**src/rtl/seqdet_pkg.sv**
```systemverilog
package seqdet_pkg;

    localparam int unsigned ST_W = 3;

    // Bits 2 and 1 both high mark the two hit states; the output decode relies on it.
    typedef enum logic [ST_W-1:0] {
        ST_EMPTY = 3'd0,  // no useful suffix
        ST_P1    = 3'd1,  // ...1 (single trailing one)
        ST_P10   = 3'd2,  // ...10
        ST_P100  = 3'd3,  // ...100
        ST_P11   = 3'd4,  // ...11
        ST_P111  = 3'd5,  // ...111
        ST_HITA  = 3'd6,  // ...1001 just completed
        ST_HITB  = 3'd7   // ...1111 just completed
    } seq_state_e;

endpackage

```
**src/rtl/seqdet_next.sv**
```systemverilog
module seqdet_next
    import seqdet_pkg::*;
(
    input  seq_state_e state_q,
    input  logic       w,
    output seq_state_e state_d
);

    always_comb begin
        state_d = ST_EMPTY;
        unique case (state_q)
            ST_EMPTY: state_d = w ? ST_P1   : ST_EMPTY;
            ST_P1:    state_d = w ? ST_P11  : ST_P10;
            ST_P10:   state_d = w ? ST_P1   : ST_P100;
            ST_P100:  state_d = w ? ST_HITA : ST_EMPTY;
            ST_P11:   state_d = w ? ST_P111 : ST_P10;
            ST_P111:  state_d = w ? ST_HITB : ST_P10;
            ST_HITA:  state_d = w ? ST_P11  : ST_P10;
            ST_HITB:  state_d = w ? ST_HITB : ST_P10;
            default:  state_d = ST_EMPTY;
        endcase
    end

endmodule

```
**src/rtl/seqdet_treg.sv**
```systemverilog
module seqdet_treg #(
    parameter int unsigned W = 3
) (
    input  logic         clk,
    input  logic         rst,
    input  logic [W-1:0] nxt_d,
    output logic [W-1:0] bits_q
);

    logic [W-1:0] tog_d;

    for (genvar i = 0; i < W; i++) begin : g_bit
        assign tog_d[i] = bits_q[i] ^ nxt_d[i];

        always_ff @(posedge clk) begin
            if (rst) begin
                bits_q[i] <= 1'b0;
            end else if (tog_d[i]) begin
                bits_q[i] <= ~bits_q[i];
            end
        end


        hold_when_idle_chk: assert property (@(posedge clk) disable iff (rst)
            !tog_d[i] |=> $stable(bits_q[i]));


        flip_when_set_chk: assert property (@(posedge clk) disable iff (rst)
            tog_d[i] |=> (bits_q[i] != $past(bits_q[i])));
    end

endmodule

```
**src/rtl/seqdet_dual.sv**
```systemverilog
module seqdet_dual
    import seqdet_pkg::*;
(
    input  logic clk,
    input  logic rst,
    input  logic w,
    output logic z
);

    seq_state_e        state_q;
    seq_state_e        state_d;
    logic [ST_W-1:0]   bits_q;

    seqdet_next u_next (
        .state_q (state_q),
        .w       (w),
        .state_d (state_d)
    );

    seqdet_treg #(.W(ST_W)) u_treg (
        .clk    (clk),
        .rst    (rst),
        .nxt_d  (state_d),
        .bits_q (bits_q)
    );

    assign state_q = seq_state_e'(bits_q);
    assign z       = bits_q[2] & bits_q[1];


    hit_a_chk: assert property (@(posedge clk) disable iff (rst)
        (state_q == ST_P100 && w) |=> z);


    hit_b_chk: assert property (@(posedge clk) disable iff (rst)
        (state_q == ST_P111 && w) |=> z);


    zero_blocks_chk: assert property (@(posedge clk) disable iff (rst)
        !w |=> !z);


    run_holds_chk: assert property (@(posedge clk) disable iff (rst)
        (state_q == ST_HITB && w) |=> z);


    reuse_one_chk: assert property (@(posedge clk) disable iff (rst)
        (z && w) |=> (state_q == ST_P11 || state_q == ST_HITB));

endmodule

```
**config.mk**
```make
export PLATFORM = sky130hd
export DESIGN_NAME = seqdet_dual
export DESIGN_NICKNAME = d
export VERILOG_FILES = /design/src/rtl/seqdet_pkg.sv /design/src/rtl/seqdet_next.sv /design/src/rtl/seqdet_treg.sv /design/src/rtl/seqdet_dual.sv
export SDC_FILE = /design/constraint.sdc
export NUM_CORES = 1
export LEC_CHECK = 0
export BUFFER_PORTS_ARGS = -buffer_cell sky130_fd_sc_hd__buf_2
export CAP_MARGIN = 20
export CORE_AREA = 2 2 39 41
export DETAILED_ROUTE_END_ITERATION = 8
export DIE_AREA = 0 0 41 43
export GPL_TIMING_DRIVEN = 0
export MAX_ROUTING_LAYER = met4
export SLEW_MARGIN = 20
export SYNTH_ARGS = -nofsm -noshare
export SYNTH_HDL_FRONTEND = slang
export SYNTH_SLANG_ARGS = --single-unit
export TNS_END_PERCENT = 50
```
**constraint.sdc**
```tcl
create_clock -name clk -period 1 [get_ports clk]
set_clock_uncertainty 0.05 [all_clocks]
set_input_delay 0 -clock clk [delete_from_list [all_inputs] [get_ports clk]]
set_output_delay 0 -clock clk [all_outputs]
set_load 0.01 [all_outputs]
```
=== After elaboration in Yosys (flattened, before gate mapping) ===
Cells that the tools add are included.
W data, S select, Z words.

* Memory bits (writable): 0
* Memories: 0
* Register bits: 3
* Output and inout bits: 1
* Input bits: 3
* Latch bits: 0
* ROM bits: 0

* Shifts and indexed selects: 0
* Mux-type cells: 7
* Equality and inequality tests: 7
* Magnitude comparators: 0
* Reductions and logical operators: 3
* Div/mod/pow operators: 0
* Add/sub/neg operators: 0
* Multipliers: 0
* Bitwise operators: 7

{| class="wikitable"
|+ Operators with widths
! operator !! count
|-
| $pmux W3 S6 || 1
|-
| $eq A3 B3 Y1 const B || 4
|-
| $mux W3 || 4
|-
| $eq A3 B2 Y1 const B || 2
|-
| $reduce_or A2 Y1 || 2
|-
| $eq A3 B1 Y1 const B || 1
|-
| $logic_not A3 Y1 || 1
|-
| $not A1 Y1 || 3
|-
| $xor A1 B1 Y1 || 3
|-
| $mux W2 || 1
|-
| $and A1 B1 Y1 || 1
|-
| $mux W1 || 1
|}

=== Longest topological paths before layout ===
* Depth after elaboration: 4
* Depth in mapped cells: 3
* Mapped depth without buffers: 3

=== By module ===
A second synthesis with hierarchy kept.

* Cells, all modules: 16
* Area, all modules: 142.6 um^2

{| class="wikitable"
|+ By module, submodules not included
! module !! cells an instance !! area each (um^2) !! instances
|-
| seqdet_treg || 6 || 78.8 || 1
|-
| seqdet_next || 9 || 57.6 || 1
|-
| seqdet_dual || 1 || 6.3 || 1
|}

=== Worst setup path before layout ===
OpenSTA, ideal clock, no wires.

* Path type: register to register
* From: register u_treg.bits_q[1]
* To: register u_treg.bits_q[1]
* Path slack: 140 ps
* Setup time: 104 ps
* Arrival: 706 ps
* Cell stages (with the launch flop): 4
* Path buffers: 0
* Path through: dfxtp_1 > nand2b_1 > a21oi_1 > a2111oi_2

* Longest elaborated chain between the ends: 4

{| class="wikitable"
|+ Ends and longest elaborated chain
! item !! line !! text
|-
| start, declared || seqdet_treg.sv:7 || <nowiki>output logic [W-1:0] bits_q</nowiki>
|-
| start signal, assigned by index || seqdet_treg.sv:19 || <nowiki>bits_q[i] <= ~bits_q[i];</nowiki>
|-
| $eq A3 B3 Y1 or $eq A3 B1 Y1 (tied branches) || seqdet_next.sv:11 || <nowiki>unique case (state_q)</nowiki>
|-
| $reduce_or A2 Y1 (no source line) || - ||
|-
| $pmux W3 S6 || seqdet_next.sv:11 ||
|-
| $xor A1 B1 Y1 || seqdet_treg.sv:13 || <nowiki>assign tog_d[i] = bits_q[i] ^ nxt_d[i];</nowiki>
|}

Parallel ways exist; a longest one is shown, timed or not.
A chain may end at the register's enable or synchronous reset.

=== Worst setup path in the final report ===
* From: input w
* To: register u_treg.bits_q[1]

* Longest elaborated chain between the ends: 3

{| class="wikitable"
|+ Ends and longest elaborated chain
! item !! line !! text
|-
| start, declared || seqdet_dual.sv:6 || <nowiki>input logic w,</nowiki>
|-
| $mux W3 (tied with other cells) || seqdet_next.sv:13, seqdet_next.sv:18 ||
|-
| $pmux W3 S6 * || seqdet_next.sv:11 ||
|-
| $xor A1 B1 Y1 * || seqdet_treg.sv:13 ||
|}

Every way passes the cells marked *; elsewhere a longest branch is shown, timed or not.

==> summary.txt <==
Clocking
  • CTS tree: built
  • CTS sink count: 3
  • Postcts setup bufs: 0
  • Num CTS Buffers: 3
  • Worst-skew pair later-pin latency: ~0.23 ns
  • Root buf cell: clkbuf_4
  • CTS clk-pin slew, worst paths: 0.04 ns
  • CTS H-tree depth: 1
  • Clock buffer depth: 2

Place
  • PortBufs: 3
  • Routability cong.: 0.670
  • Place WS: 0.0411 ns
  • Placed instance count: 34
  • Placed instance area: ~180 µm²

Global routing
  • Total gr overflow: 0
  • Pin count of the biggest net entering global routing: 7
  • Vias in the first global route: 140
  • Gr usage total: under 10%
  • Initial antenna violation count: 0
  • Global-route wire length before repair: between 400 and 500 µm

Worst setup path
  • Crit. End Element: register
  • Crit Path Max Fanout: 5
  • Worst EP required: about 1.1 ns
  • Critical path class: in -> reg
  • Arrival @ worst endpoint: 1.05 ns
  • Startpoint types: input pin

Floorplanning
  • Std-Cell Rows: 14
  • Die Wd: between 40 and 50 µm
  • Die Y-Extent: about 43 µm
  • Io pins: 4
  • Total die area: 1760 µm²
  • Core box area: approximately 1400 µm²
  • Initial Utilization: roughly a tenth

Detailed routing
  • Drt wl/cell: ~7.8 µm
  • Pre-antenna DRT Iters: 2
  • Starting DRT DRC Count: 3
  • DRC Markers: 0
  • Via density: 3.35
  • Via count: between 100 and 150
  • WL final: 311 µm
  • Post-DRT Antenna Nets: 0

Synth
  • Synth warn: 0
  • Syn nets: 18
  • Avg Cell Area, Syn: between 9 and 10 µm²
  • Count of different cell masters after synthesis: 11
  • Post-synthesis register bit count: 3
  • Mapped Cells: 15
  • Post-Syn Area: 140 µm²
  • Register area share after synthesis: 42.9%

Timing
  • Final Critical Period: 0.976 ns
  • Final Max Slew Viols: 0
  • Final worst path period share: between 90% and 100%
  • Final Worst Setup Slack: between 0.02 and 0.025 ns
  • Final TNS setup: 0 ns
  • FMAX: between 1000 and 1500 MHz
  • Worst slew margin: slightly below 80%
  • Least-Margin Pin Slew: around 0.33 ns
  • Setup violators final: 0
  • RSZ-0062 raised after global routing: yes
  • Hold Vio Cnt, Final: 0

Pwr
  • Overall power: 401 µW
  • PwrDens: around 1700 nW/µm²
  • P_leak: roughly 0.08 nW
  • Max VDD drop: roughly 0.67 mV

Cells and area
  • Final nets: 28
  • Reg with most FFs: u_treg.bits_q
  • Largest regs: u_treg.bits_q x3
  • Share of cells above drive strength 1: about a third
  • Layout area overhead: 67.9%
  • Max reg flops: 3
  • Most frequent cells in the layout: 3 x clkbuf_4, 3 x buf_2
  • Design Area, Final: around 240 µm²
  • Final std cells w/o fill: 40
  • # fillers: approximately 160
  • Ant diodes: 0

Outcome
  • Outcome: completed

Job
  • Max-cap violations: 0

Worst hold path
  • Worst min-delay path category: in -> reg
## cell usage after synthesis
| cell type | n | share of area (%) |
|---|---|---|
| nor3_1 | 1 | 3.6 |
| nand2b_1 | 2 | 8.9 |
| nand3b_1 | 1 | 5.4 |
| a311oi_1 | 1 | 6.3 |
| inv_1 | 1 | 2.7 |
| nor3b_1 | 1 | 5.4 |
| nor2_1 | 1 | 2.7 |
| dfxtp_1 | 3 | 43 |
| and2_1 | 1 | 4.5 |
| a21oi_1 | 2 | 7.1 |
| a2111oi_2 | 1 | 11 |
## stage by stage
stage / hold WS [ns] / utilization [%]
finish: 0.0310 / 17.0
global route: 0.0297 / 17.0
CTS: 0.0195 / 16.0
detailed placement: 0.171 / 12.7
global placement: 0.173 / 12.7
floorplan: 0.0221 / -
## critical path, cell delays in order
cell,delay (ns)
buf_2,0.12
dlygate4sd3_1,0.59
a2111oi_4,0.34
## routing by layer
| metal | GRT usage, % | routed length, µm | vias up |
|---|---|---|---|
| li1 | - | - | 73 |
| met1 | 5.41 | 157 | 58 |
| met2 | 5.00 | 135 | 3 |
| met3 | 3.66 | 18 | 0 |
| met4 | 6.00 | 0 | 0 |
| met5 | - | 0 | - |
## layout make-up
type / count / area, µm² / share of cell area [%]
inverter: 1 / 3.75 / 1.60
clock buffer: 4 / 26.3 / 11.2
sequential: 3 / 61.3 / 26.1
timing repair buffer: 5 / 35.0 / 14.9
tap: 16 / 20.0 / 8.51
multi-input combinational: 11 / 88.8 / 37.8
## repair_timing
action                     in CTS  in global routing
resized for setup               0                  2
hold buffers                    2                  0
hold endpoints to repair        3                  0
setup endpoints to repair       0                  2
## cell families (layout without fill, tap and decap cells)
group                  after synthesis  count (layout)  share of synthesized area, %
DFF                                  3               3                          42.9
AOI/OAI and AO/OA                    4               4                          24.1
and+or+nand+nor                      7               7                          30.4
buffers and inverters                1              10                          2.68
## worst paths after layout
kind                                  startpoint               end  slack (ns)  depth (start not counted)
worst max-delay path                           w  u_treg.bits_q[1]        0.02                          3
worst min-delay path                           w  u_treg.bits_q[2]        0.03                          2
worst max register to register  u_treg.bits_q[1]  u_treg.bits_q[1]        0.06                          3
worst min register to register  u_treg.bits_q[0]  u_treg.bits_q[2]        0.48                          2
## power by group
group          leakage, nW  internal [mW]  switching (mW)
sequential          0.0251          0.130         0.00908
combinational       0.0422         0.0256          0.0283
clock               0.0150          0.149          0.0587
Power figures use the tool's default switching activity.
